===== src/rtl/stb_pkg.sv =====
package stb_pkg;

    localparam int unsigned LVL_W        = 2;
    localparam int unsigned NMI_MAX_LVL  = 2;  // NMI dispatches at levels 0..2
    localparam int unsigned MASK_MAX_LVL = 1;  // maskable dispatches at 0..1
    localparam int unsigned RETIRE_GAP   = 2;  // instructions before dispatch

    typedef enum logic [1:0] {
        ST_RUN   = 2'd0,
        ST_SLEEP = 2'd1,
        ST_DEFER = 2'd2,
        ST_PEND  = 2'd3
    } stb_state_e;

    typedef struct packed {
        stb_state_e state;
        logic       standby;
        logic       wake;
        logic       disp_req;
    } stb_regs_t;

endpackage


===== src/rtl/stb_wake_detect.sv =====
module stb_wake_detect #(
    parameter int unsigned GROUPS  = 8,
    parameter int unsigned GROUP_W = 8,
    localparam int unsigned VEC_W  = GROUPS * GROUP_W
) (
    input  logic [VEC_W-1:0] req,
    input  logic [VEC_W-1:0] en,
    output logic             hit
);

    logic [GROUPS-1:0] grp_hit;

    // Each group reduces its own request/enable pairs; groups are then ORed.
    for (genvar g = 0; g < GROUPS; g++) begin : g_grp
        assign grp_hit[g] = |(req[g*GROUP_W +: GROUP_W] & en[g*GROUP_W +: GROUP_W]);
    end

    assign hit = |grp_hit;

endmodule


===== src/rtl/stb_dispatch_policy.sv =====
module stb_dispatch_policy
    import stb_pkg::*;
(
    input  logic             nmi_hit,
    input  logic             mask_hit,
    input  logic [LVL_W-1:0] lvl,
    input  logic             mie,
    output logic             take
);

    logic nmi_ok;
    logic mask_ok;

    always_comb begin
        nmi_ok  = (int'(lvl) <= NMI_MAX_LVL);
        mask_ok = mie && (int'(lvl) <= MASK_MAX_LVL);
        // Non-maskable decision wins whenever its request is present.
        if (nmi_hit) begin
            take = nmi_ok;
        end else begin
            take = mask_hit && mask_ok;
        end
    end

endmodule


===== src/rtl/stb_retire_count.sv =====
module stb_retire_count #(
    parameter int unsigned GAP = 2,
    localparam int unsigned CW = $clog2(GAP + 1)
) (
    input  logic clk,
    input  logic rst_n,
    input  logic clr,
    input  logic inc,
    output logic done
);

    logic [CW-1:0] cnt_d, cnt_q;

    always_comb begin
        cnt_d = cnt_q;
        done  = 1'b0;
        if (clr) begin
            cnt_d = '0;
        end else if (inc) begin
            if (cnt_q == CW'(GAP - 1)) begin
                done  = 1'b1;
                cnt_d = '0;
            end else begin
                cnt_d = cnt_q + 1'b1;
            end
        end
    end

    always_ff @(posedge clk or negedge rst_n) begin
        if (!rst_n) begin
            cnt_q <= '0;
        end else begin
            cnt_q <= cnt_d;
        end
    end

    a_r8_count_bound: assert property (@(posedge clk) disable iff (!rst_n)
        cnt_q < CW'(GAP));

endmodule


===== src/rtl/stb_wake_gate.sv =====
module stb_wake_gate
    import stb_pkg::*;
#(
    parameter int unsigned GROUPS  = 8,
    parameter int unsigned GROUP_W = 8,
    localparam int unsigned VEC_W  = GROUPS * GROUP_W
) (
    input  logic             clk,
    input  logic             rst_n,
    input  logic             sleep_req,
    input  logic [VEC_W-1:0] mreq,
    input  logic [VEC_W-1:0] men,
    input  logic             nmi_req,
    input  logic [LVL_W-1:0] nest_lvl,
    input  logic             mie,
    input  logic             retire,
    input  logic             disp_ack,
    output logic             standby,
    output logic             wake,
    output logic             disp_req
);

    stb_regs_t r_d, r_q;
    logic      mask_hit;
    logic      take;
    logic      gap_clr;
    logic      gap_inc;
    logic      gap_done;
    logic      any_hit;

    stb_wake_detect #(
        .GROUPS  (GROUPS),
        .GROUP_W (GROUP_W)
    ) i_detect (
        .req (mreq),
        .en  (men),
        .hit (mask_hit)
    );

    stb_dispatch_policy i_policy (
        .nmi_hit  (nmi_req),
        .mask_hit (mask_hit),
        .lvl      (nest_lvl),
        .mie      (mie),
        .take     (take)
    );

    stb_retire_count #(
        .GAP (RETIRE_GAP)
    ) i_gap (
        .clk   (clk),
        .rst_n (rst_n),
        .clr   (gap_clr),
        .inc   (gap_inc),
        .done  (gap_done)
    );

    assign any_hit = nmi_req || mask_hit;

    always_comb begin
        r_d          = r_q;
        r_d.wake     = 1'b0;
        gap_clr      = 1'b0;
        gap_inc      = 1'b0;
        unique case (r_q.state)
            ST_RUN: begin
                if (sleep_req) begin
                    r_d.state   = ST_SLEEP;
                    r_d.standby = 1'b1;
                end
            end
            ST_SLEEP: begin
                if (any_hit) begin
                    r_d.standby = 1'b0;
                    r_d.wake    = 1'b1;
                    gap_clr     = 1'b1;
                    r_d.state   = take ? ST_DEFER : ST_RUN;
                end
            end
            ST_DEFER: begin
                gap_inc = retire;
                if (gap_done) begin
                    r_d.state    = ST_PEND;
                    r_d.disp_req = 1'b1;
                end
            end
            ST_PEND: begin
                if (disp_ack) begin
                    r_d.state    = ST_RUN;
                    r_d.disp_req = 1'b0;
                end
            end
            default: r_d.state = ST_RUN;
        endcase
    end

    always_ff @(posedge clk or negedge rst_n) begin
        if (!rst_n) begin
            r_q.state    <= ST_RUN;
            r_q.standby  <= 1'b0;
            r_q.wake     <= 1'b0;
            r_q.disp_req <= 1'b0;
        end else begin
            r_q <= r_d;
        end
    end

    assign standby  = r_q.standby;
    assign wake     = r_q.wake;
    assign disp_req = r_q.disp_req;

    a_r4_wake_single: assert property (@(posedge clk) disable iff (!rst_n)
        wake |=> !wake);

    a_r4_standby_drops: assert property (@(posedge clk) disable iff (!rst_n)
        wake |-> (!standby && $past(standby)));

    a_r3_stay_asleep: assert property (@(posedge clk) disable iff (!rst_n)
        (standby && !nmi_req && !mask_hit) |=> (standby && !wake));

    a_r9_hold_dispatch: assert property (@(posedge clk) disable iff (!rst_n)
        (disp_req && !disp_ack) |=> disp_req);

    a_r10_no_sleep_pending: assert property (@(posedge clk) disable iff (!rst_n)
        disp_req |-> !standby);

    a_r8_after_retire: assert property (@(posedge clk) disable iff (!rst_n)
        $rose(disp_req) |-> $past(retire));

endmodule


===== config.mk =====
export PLATFORM = sky130hd
export DESIGN_NAME = stb_wake_gate
export DESIGN_NICKNAME = d
export VERILOG_FILES = /design/src/rtl/stb_pkg.sv /design/src/rtl/stb_wake_detect.sv /design/src/rtl/stb_dispatch_policy.sv /design/src/rtl/stb_retire_count.sv /design/src/rtl/stb_wake_gate.sv
export SDC_FILE = /design/constraint.sdc
export NUM_CORES = 1
export LEC_CHECK = 0
export ABC_AREA = 1
export ABC_CLOCK_PERIOD_IN_PS = 2500
export BUFFER_PORTS_ARGS = -buffer_cell sky130_fd_sc_hd__buf_4
export CAP_MARGIN = 40
export CELL_PAD_IN_SITES_DETAIL_PLACEMENT = 0
export CELL_PAD_IN_SITES_GLOBAL_PLACEMENT = 1
export CORE_UTILIZATION = 16
export CTS_CLUSTER_DIAMETER = 40
export DETAILED_ROUTE_END_ITERATION = 8
export GPL_TIMING_DRIVEN = 0
export PLACE_DENSITY = 0.86
export SETUP_SLACK_MARGIN = 0.2
export SKIP_CTS_REPAIR_TIMING = 1
export SLEW_MARGIN = 20
export SYNTH_ARGS = -nofsm -noshare
export SYNTH_HDL_FRONTEND = slang
export SYNTH_HIERARCHICAL = 1
export SYNTH_SLANG_ARGS = --single-unit

===== constraint.sdc =====
create_clock -name clk -period 2.5 [get_ports clk]
set_input_delay 0 -clock clk [delete_from_list [all_inputs] [get_ports clk]]
set_output_delay 0 -clock clk [all_outputs]
set_load 0.01 [all_outputs]

# Word level (Yosys, flattened, before mapping)
# Cells that the tools add are included.
# W data, S select, Z words.
word_totals:
  reg_bits: 7
classes:
  mux: 21
  n_addsub: 1
  n_eq_ne: 8
  bitwise: 8
  n_reduce_logical: 11
  order_cmp: 2
ops:
  columns: ["operator", "count"]
  rows:
  - ["$and A8 B8 Y8", 8]
  - ["$reduce_or A64 Y1", 1]
  - ["$mux W2", 6]
  - ["$mux W1", 10]
  - ["$ne A2 B2 Y1 const B", 4]
  - ["$pmux W2 S4", 1]
  - ["$reduce_and A3 Y1", 2]
  - ["$reduce_bool A2 Y1", 3]
  - ["$eq A2 B1 Y1 const B", 2]
  - ["$eq A2 B2 Y1 const B", 2]
  - ["$mux W4", 1]
  - ["$pmux W1 S2", 2]
  - ["$reduce_and A4 Y1", 1]
  - ["$mux W3", 1]
  - ["$add A2 B1 Y2 const B", 1]
  - ["$le A2 B1 Y1 const B", 1]
  - ["$le A2 B2 Y1 const B", 1]
  - ["$logic_and A1 B1 Y1", 2]
  - ["$logic_not A2 Y1", 1]
  - ["$logic_or A1 B1 Y1", 1]

# Longest topological paths before layout
# Gate-level depths: netlist of run 1.
logic_depth:
  word_depth: 8
  mapped_depth: 18
  mapped_depth_nobuf: 18

# Modules after synthesis
# The synthesis of run 1 kept the hierarchy.
modules_own_cells:
  columns: ["mod", "cells_per_inst", "seq_area_each_um2", "area_per_inst_um2", "instances"]
  rows:
  - ["stb_wake_detect", 119, 0.0, 471.7, 1]
  - ["stb_wake_gate", 36, 125.1, 294.0, 1]
  - ["stb_retire_count", 11, 50.0, 88.8, 1]
  - ["stb_dispatch_policy", 5, 0.0, 20.0, 1]

# Worst setup path after synthesis of run 1
# Ideal clock, no wire load.
synth_timing:
  path_type: "in2reg"
  start: "input mreq[16]"
  end: "register r_q[3] in the netlist's numbering"
  t_required_ps: 2383
  setup_ps: 117
  arrival_time_ps: 1278
  slack_ps: 1105
  stages: 17
  n_path_buf: 0
  path_cell_list: "nand2_1 nand2_1 inv_1 nand2_1 nor2_1 nand2_1 nor2_1 nand2_1 nor2_8 nor2_1 inv_1 nand2_1 nor2_1 inv_1 nand3_2 nand4_1 nor2b_4"
synth_via:
  elab_chain_len: 8
  word_cells_on_any_way: 9
synth_lines:
  columns: ["element", "line", "text"]
  rows:
  - ["start: declaration", "stb_wake_gate.sv:11", "input logic [VEC_W-1:0] mreq,"]
  - ["$and A8 B8 Y8", "stb_wake_detect.sv:15", "assign grp_hit[g] = |(req[g*GROUP_W +: GROUP_W] & en[g*GROUP_W +: GROUP_W]);"]
  - ["$reduce_or A64 Y1", "stb_wake_detect.sv:18", "assign hit = |grp_hit;"]
  - ["named net mask_hit", "stb_wake_gate.sv:24", "logic mask_hit;"]
  - ["$logic_or A1 B1 Y1", "stb_wake_gate.sv:58", "assign any_hit = nmi_req || mask_hit;"]
  - ["$mux W1", "stb_wake_gate.sv:73", "if (any_hit) begin"]
  - ["$mux W1", "stb_wake_gate.sv:65", "unique case (r_q.state)"]
  - ["named net gap_clr", "stb_wake_gate.sv:26", "logic gap_clr;"]
  - ["$mux W1", "stb_retire_count.sv:17", "if (clr) begin"]
  - ["named net gap_done", "stb_wake_gate.sv:28", "logic gap_done;"]
  - ["$ne A2 B2 Y1 (no source line)", null, null]
  - ["$reduce_and A4 Y1 (no source line)", null, null]
  - ["end signal: assignment", "stb_wake_gate.sv:104", "r_q <= r_d;"]
  - ["end: declaration", "stb_wake_gate.sv:23", "stb_regs_t r_d, r_q;"]
# The timed path passes the listed nets, and every way through them passes these cells.
# A chain may end at the register's enable or synchronous reset.

# Final worst setup path of run 1
layout_timing:
  start: "input mreq[21]"
  end: "register r_q[3] in the netlist's numbering"
# Same word-level chain as after synthesis.

==> flow_summary.json, run 1 <==
{
  "cap_violations": 0,
  "synth_area_um2": 875,
  "drive_gt1_frac": 0.479,
  "io_buffers": 139,
  "cp.required_ns": 2.62,
  "routed_wirelength_mm": 3.28,
  "antenna_left": 0,
  "synth_ff_type": "dfrtp_1",
  "postPlaceCellArea_um2": 2010,
  "fin_nets": 453,
  "crit_path_frequent_cell": "nand2_1",
  "power_switching_uw": 263,
  "synth_cells": 171,
  "antenna_found_initial": 0,
  "first_pass_iters": 4,
  "seq_power_share": 0.227,
  "grt_max_degree": 9,
  "synth_fp_nets": 308,
  "grt_pass1_wl_mm": 5.58,
  "critPathMaxStageDelay_ns": 0.16,
  "fin_crit_sh": 0.590,
  "yosysWarnings": 6,
  "period_needed_ns": 1.47,
  "max-vdd-ir-drop_uv": 196,
  "die_w_um": 75.9,
  "clk_latency_ns": 0.23,
  "ioPinCount": 140,
  "yosys-top-cells-count": "nand2_1, inv_1, nor2_1",
  "crit_arrival_ns": 1.60,
  "clk_pin_slew_ns": 0.04,
  "syn_area_per_cell_um2": 5.11,
  "drt-vias-per-instance": 3.87,
  "grt_pass1_vias": 1517,
  "die-area_um2": 5770,
  "via_count": 1490,
  "core_area_um2": 5170,
  "routedWlPerCell_um": 8.51,
  "final_area_um2": 2060,
  "cts_sinks": 7,
  "maxSlewHeadroom": 0.859,
  "synth.most_common_cell": "nand2_1",
  "seqCellArea_um2": 175,
  "ys_types": 15,
  "synth-seq-cells": 7,
  "nFillCells": 546,
  "end_kind": "register",
  "cts_buffers": 3,
  "grt_overflow": 0,
  "die_height_um": 75.9,
  "area_growth_pct": 136,
  "setup_viol": 0,
  "maxSlewViolCount": 0,
  "critPathSlowestCell": "nand2_1",
  "synth_enable_flop_cells": 0,
  "worstPathCellList": "buf_4 -> nand2_1 -> nand2_1 -> inv_1 -> nand2_1 -> nor2_1 -> nand2_1 -> nor2_1 -> nand2_1 -> nor2_8 -> nor2_1 -> inv_1 -> nand2_1 -> nor2_1 -> inv_1 -> nand3_2 -> nand4_1 -> nor2b_4",
  "drc": 0,
  "htreeDepth": 1,
  "synth_top_cells_by_area": "nand2_1, dfrtp_1, inv_1, nand4_1, nor2_1",
  "drt-initial-drc-count": 18,
  "path_max_fanout": 3,
  "root_buffer": "clkbuf_8",
  "sw_frac_of_total": 0.334,
  "outcome": "finished, final reports clean",
  "clk_path_buf_depth": 2,
  "antenna_cells": 0,
  "comb_power_share": 0.566,
  "fin_util": 0.398,
  "rows": 26,
  "grtUsageTotal": 0.116,
  "synth-seq-area-share": 0.200,
  "fmax_mhz": 678,
  "cts_tree": "done",
  "p_per_area_nw_per_um2": 382,
  "globalplace.congestion": 0.701,
  "internal_power_uw": 524,
  "worst_setup_path_start_kind": "input port",
  "hold_viol": 0,
  "yosys.area.top_type": "nand2_1",
  "async_flop_share": 1.00,
  "initial_core_util": 0.169,
  "hold_path.class": "input port to register",
  "fin_worst_skew_ns": 0.000582,
  "dp_hpwl_mm": 3.03,
  "tightest_slew_ns": 0.211,
  "clkPwrFrac": 0.207,
  "crit_type": "input port to register",
  "fin_setup_tns_ns": 0,
  "leakage_nw": 1.22,
  "yosys.area.top_type_share": 0.429,
  "rsz0062_at_grt": "false",
  "multiInputGateArea_um2": 609
}
-- layer usage --
| metal | wire length [um] | GRT usage | vias up |
|---|---|---|---|
| met5 | 0 | 0 | - |
| met4 | 79 | 0.0558 | 0 |
| met3 | 364 | 0.0241 | 10 |
| met2 | 1650 | 0.227 | 92 |
| met1 | 1180 | 0.114 | 578 |
| li1 | - | - | 810 |
-- power groups by stage --
stage | combinational (mW) | sequential (mW) | clock [mW]
final | 0.445 | 0.179 | 0.163
after global routing | 0.506 | 0.183 | 0.171
after CTS | 0.450 | 0.179 | 0.167
after detailed placement | 0.449 | 0.181 | 0
after global placement | 0.445 | 0.180 | 0
after floorplan | 0.220 | 0.185 | 0
-- kinds of logic (layout without fill, tap and decap cells) --
family	count (synthesis)	after routing	synth area share
buf+inv	22	166	0.103
simple gates	138	138	0.674
flops	7	7	0.200
compound gates	4	4	0.0229
-- through the flow --
step	instances	worst slack (ns)	hold WS [ns]	power, mW
3_5_place_dp	380	0.714	-0.178	0.630
3_3_place_gp	380	0.719	-0.181	0.625
4_1_cts	384	0.956	-0.423	0.796
6_report	385	1.03	0.111	0.787
5_1_grt	385	0.733	0.125	0.860
2_1_floorplan	171	1.11	-0.296	0.405
-- critical path, delay by kind of cell --
kind	cells	cell delay (ns)
buffers and inverters	4	0.31
AND/OR/NAND/NOR	14	1.28
-- final timing paths --
kind                                       from                    to  slack, ns  cells after the start
min in group asynchronous                 rst_n   standby$_DFFE_PN0P_       0.12                      2
max in group asynchronous                 rst_n  disp_req$_DFFE_PN0P_       2.26                      2
min reg2reg                disp_req$_DFFE_PN0P_  disp_req$_DFFE_PN0P_       0.48                      2
min                                   sleep_req   standby$_DFFE_PN0P_       0.11                      3
max reg2reg                            register    r_q[3]$_DFFE_PN0P_       1.05                     11
max                                    mreq[21]    r_q[3]$_DFFE_PN0P_       1.03                     18
-- cell usage in the layout (no fill, tap or decap) --
master and instances:
dlygate4sd3_1 1, nand4_1 11, nand3_2 1, inv_2 2, clkbuf_1 1, nand2_2 2
buf_4 139, buf_6 1, nand2_1 100, nor2_8 1, dfrtp_1 7, inv_1 19
o21ai_0 2, clkbuf_8 3, nor2_2 1, nor2b_4 1, nor2_1 18, o21ai_1 2
nand3_1 3
-- final cells by class --
| cell class | count | share of cell area |
|---|---|---|
| Tap cell | 70 | 0.0425 |
| Multi-Input combinational cell | 142 | 0.296 |
| Clock buffer | 4 | 0.0219 |
| Buffer | 1 | 0.00546 |
| Sequential cell | 7 | 0.0850 |
| Inverter | 21 | 0.0383 |
| Timing Repair Buffer | 140 | 0.511 |
No activity file was read; power rests on OpenSTA's default activity.
==> run 2: changes to the inputs <==
Settings changed: ABC_CLOCK_PERIOD_IN_PS 2500 to 1450, CORE_UTILIZATION 16 to 15, PLACE_DENSITY 0.86 to 0.82.
Clock period 2.5 ns to 1.45 ns, I/O delays scaled along.
==> run 2 against run 1 <==
Net effect:
- routed wire length is 6.1% higher
- final cell count up 1.3%
- design area is 6.4% higher
- combinational power is 98% higher
- clock skew grew 0.00060 ns
- power grew 87%
- sequential power up 78%
- sequential share of layout area decreased by 0.46 points
==> flow_summary.json, run 2 (synthesis results as in run 1) <==
{
  "outcome": "finished, final reports clean",
  "hold_path.class": "input port to register",
  "root_buffer": "clkbuf_8",
  "die_height_um": 78.4,
  "power_mw": 1.47,
  "fin_crit_sh": 0.968,
  "period_needed_ns": 1.40,
  "die-area_um2": 6140,
  "area_growth_pct": 151,
  "reg2reg_from": "r_q[3]$_DFFE_PN0P_",
  "hold_viol": 0,
  "worst_setup_path_start_kind": "register",
  "clk_path_buf_depth": 2,
  "die_w_um": 78.4,
  "core_area_um2": 5570,
  "seq_power_share": 0.216,
  "leakage_nw": 1.25,
  "via_count": 1518,
  "fmax_mhz": 713,
  "p_per_area_nw_per_um2": 670,
  "rsz0062_at_grt": "true",
  "maxSlewHeadroom": 0.861,
  "clk_pin_slew_ns": 0.04,
  "fin_worst_skew_ns": 0.00118,
  "final_area_um2": 2190,
  "grt_pass1_vias": 1507,
  "rows": 27,
  "setup_viol": 0,
  "routed_wirelength_mm": 3.48,
  "path_max_fanout": 6,
  "cp.required_ns": 1.56,
  "htreeDepth": 1,
  "postPlaceCellArea_um2": 2050,
  "cts_sinks": 7,
  "sw_frac_of_total": 0.348,
  "end_kind": "register",
  "drive_gt1_frac": 0.579,
  "final_cell_mix": "buf_4, nand2_1, nand2_2",
  "power_switching_uw": 511,
  "internal_power_uw": 958,
  "globalplace.congestion": 0.696,
  "initial_core_util": 0.157,
  "rrSetupSlack_ns": 0.05,
  "max-vdd-ir-drop_uv": 377,
  "clkPwrFrac": 0.183,
  "drt-initial-drc-count": 32,
  "grt_overflow": 0,
  "grtUsageTotal": 0.108,
  "io_buffers": 139,
  "drc": 0,
  "dp_hpwl_mm": 3.15,
  "hp-start": "mie",
  "crit_arrival_ns": 1.52,
  "ioPinCount": 140,
  "tightest_slew_ns": 0.206,
  "antenna_cells": 0,
  "antenna_left": 0,
  "r2r_cells": 10,
  "holdPathStages": 5,
  "antenna_found_initial": 0,
  "maxSlewViolCount": 0,
  "cts_tree": "done",
  "crit_type": "register to register",
  "routedWlPerCell_um": 8.91,
  "fin_nets": 456,
  "cts_buffers": 3,
  "cap_violations": 0,
  "grt_pass1_wl_mm": 5.44,
  "comb_power_share": 0.601,
  "drt-vias-per-instance": 3.89,
  "final_common_cell": "buf_4",
  "clk_latency_ns": 0.22,
  "grt_max_degree": 9,
  "first_pass_iters": 2
}
-- run 2: changes by cell type in the layout (fill, tap and decap cells not counted), sizes merged --
cell,delta
buf,+3
-- run 2: critical path, stage by stage (launching register included) --
cell     delay (ns)
dfrtp_2        0.44
inv_4          0.09
nand2_2        0.07
nor2_4         0.12
nand2_2        0.07
nor2_2         0.12
inv_2          0.05
nand3_2        0.06
nand4_1        0.12
nand2_1        0.11
nand2_1        0.05
-- run 2: layer usage --
layer,global-route usage,vias up,share of wire
li1,-,815,-
met1,0.107,607,0.36
met2,0.221,90,0.53
met3,0.0209,6,0.10
met4,0.0296,0,0.015
met5,0,-,0
-- run 2: per-stage QoR --
stage               setup TNS [ns]  utilization  instances  hold WS (ns)  worst slack [ns]
floorplan                        0            -        171        -0.296             0.176
global placement            -0.587        0.368        382        -0.185            -0.216
detailed placement          -0.583        0.368        382        -0.181            -0.217
CTS                        -0.0512        0.376        386        -0.419           -0.0301
global route                -0.216        0.393        390         0.135            -0.101
finish                           0        0.393        390        0.0990            0.0468
-- run 2: cell type report --
cell class / instances / area [um2]
repair buffers: 143 / 1090
plain buffers: 1 / 11.3
fillers: 609 / 3380
well taps: 72 / 90.1
clock buffers: 4 / 45.0
multi-input cells: 142 / 694
flip-flops and latches: 7 / 176
inverters: 21 / 81.3
-- run 2: power groups by stage --
stage                     clock (mW)  sequential (mW)  combinational (mW)
after floorplan                    0            0.319               0.409
after global placement             0            0.309               0.813
after detailed placement           0            0.311               0.820
after CTS                      0.277            0.309               0.830
after global routing           0.293            0.325               0.984
final                          0.269            0.318               0.882
-- run 2: how the worst max path moves through the flow --
stage / start / end / slack (ns)
final: r_q[3]$_DFFE_PN0P_ / register / 0.05
after global routing: men[46] / register / -0.10
after CTS: mreq[51] / r_q[3]$_DFFE_PN0P_ / -0.03
after detailed placement: mreq[51] / r_q[3]$_DFFE_PN0P_ / -0.22
after global placement: mreq[39] / r_q[3]$_DFFE_PN0P_ / -0.22
after floorplan: mreq[45] / r_q[3]$_DFFE_PN0P_ / 0.18
==> run 3: changes to the inputs <==
==> constraint.sdc (replaced) <==
create_clock -name clk -period 1.45 [get_ports clk]
set_input_delay 0.0725 -clock clk [delete_from_list [all_inputs] [get_ports clk]]
set_output_delay 0.0725 -clock clk [all_outputs]
set_load 0.01 [all_outputs]
==> run 3 against run 2 <==
Net effect:
- critical path depth did not move
- global-route usage up 0.34 points
- combinational power down 4.1%
- core utilization is 0.067 points higher
- first-iteration DRC count grew 66%
- largest cell class unchanged
- highest routed layer unchanged
==> flow_summary.json, run 3 (synthesis results as in run 1) <==
{
  "dp_slack_ns": -0.271,
  "grt_pass1_vias": 1461,
  "rows": 27,
  "first_pass_iters": 4,
  "layout_setup_ws_ns": 0.0236,
  "drt-vias-per-instance": 3.91,
  "cp.required_ns": 1.55,
  "die_w_um": 78.4,
  "fin_nets": 456,
  "final_area_um2": 2200,
  "cap_violations": 0,
  "grt_pass1_wl_mm": 5.55,
  "path_max_fanout": 6,
  "drive_gt1_frac": 0.560,
  "via_count": 1525,
  "fmax_mhz": 701,
  "clk_path_buf_depth": 2,
  "max-vdd-ir-drop_uv": 294,
  "die_height_um": 78.4,
  "seqCellArea_um2": 175,
  "clk_latency_ns": 0.22,
  "top_usage_layer": "met2",
  "fin_crit_sh": 0.984,
  "die-area_um2": 6140,
  "fin_setup_tns_ns": 0,
  "cts_buffers": 3,
  "antenna_cells": 0,
  "drc": 0,
  "crit_arrival_ns": 1.53,
  "maxSlewViolCount": 0,
  "period_needed_ns": 1.43,
  "final_cell_mix": "buf_4, nand2_1, nand2_2",
  "tightest_slew_ns": 0.192,
  "root_buffer": "clkbuf_8",
  "globalplace.congestion": 0.704,
  "hold_path.class": "input port to register",
  "grt_overflow": 0,
  "clk_pin_slew_ns": 0.04,
  "rsz0062_at_grt": "true",
  "cts_sinks": 7,
  "worst_setup_path_start_kind": "register",
  "final_common_cell": "buf_4",
  "area_growth_pct": 151,
  "outcome": "finished, final reports clean",
  "leakage_nw": 1.26,
  "end_kind": "register",
  "antenna_left": 0,
  "routed_wirelength_mm": 3.47,
  "grt_use_met2": 0.223,
  "hold_viol": 0,
  "maxSlewHeadroom": 0.871,
  "setup_viol": 0,
  "nFillCells": 609,
  "initial_core_util": 0.157,
  "critPathSlowestCell": "dfrtp_1",
  "io_buffers": 139,
  "dp_hpwl_mm": 3.18,
  "grt_use_met3": 0.0233,
  "cts_tree": "done",
  "crit_path_frequent_cell": "nand2_1",
  "worstPathCellList": "inv_2 -> nand2_1 -> nor2_1 -> nand2_2 -> nor2_1 -> inv_1 -> nand3_2 -> nand4_1 -> nand2_1 -> nand2_1",
  "core_area_um2": 5570,
  "ioPinCount": 140,
  "postPlaceCellArea_um2": 2050,
  "multiInputGateArea_um2": 679,
  "crit_type": "register to register",
  "htreeDepth": 1,
  "routedWlPerCell_um": 8.91,
  "grt_max_degree": 9,
  "grtUsageTotal": 0.111,
  "met1_usage": 0.111,
  "antenna_found_initial": 0,
  "critPathMaxStageDelay_ns": 0.42,
  "fin_worst_skew_ns": 0.00627,
  "p_per_area_nw_per_um2": 647,
  "drt-initial-drc-count": 53
}
[run 3: changes by cell type in the layout (fill, tap and decap cells not counted), moves of 2 or more]
cell / change
buf_4: -6
buf_6: +6
nand2_1: +2
nand2_2: -2
nor2_1: +2
[run 3: per-layer routing]
metal / wire [um] / up-vias
li1: - / 816
met1: 1210 / 612
met2: 1860 / 93
met3: 364 / 4
met4: 41 / 0
met5: 0 / -
[run 3: where the power goes]
group	total (mW)	switching (mW)	internal (mW)
Clock	0.267	0.0774	0.190
Sequential	0.308	0.0436	0.264
Combinational	0.846	0.353	0.493
Total	1.42	0.474	0.947
[run 3: critical path: cells and delay by family, from the launching register on]
| family | cells | cell delay, ns |
|---|---|---|
| buffers and inverters | 2 | 0.17 |
| DFF | 1 | 0.42 |
| and+or+nand+nor | 8 | 0.71 |
[run 3: worst paths after layout]
path	start	end	slack, ns	depth (start not counted)
worst max-delay path	r_q[3]$_DFFE_PN0P_	register	0.02	10
worst min-delay path	mie	register	0.18	5
worst max register to register	r_q[3]$_DFFE_PN0P_	register	0.02	10
worst min register to register	disp_req$_DFFE_PN0P_	disp_req$_DFFE_PN0P_	0.49	2
max in group asynchronous	rst_n	r_q[3]$_DFFE_PN0P_	1.12	2
min in group asynchronous	rst_n	i_gap/cnt_q[0]$_DFFE_PN0P_	0.21	2
[run 3: area by class of cell]
cell class	instances	area share
plain buffers	1	0.00513
clock buffers	4	0.0205
inverters	21	0.0359
multi-input cells	142	0.309
flip-flops and latches	7	0.0797
well taps	72	0.0410
repair buffers	143	0.509
[run 3: through the flow]
| step | hold slack [ns] | util | cells | power (mW) |
|---|---|---|---|---|
| final | 0.177 | 0.394 | 390 | 1.42 |
| after floorplan | -0.223 | - | 171 | 0.725 |
| after global placement | -0.112 | 0.367 | 382 | 1.12 |
| after detailed placement | -0.111 | 0.367 | 382 | 1.13 |
| after CTS | -0.349 | 0.376 | 386 | 1.40 |
| after global routing | 0.228 | 0.394 | 390 | 1.56 |
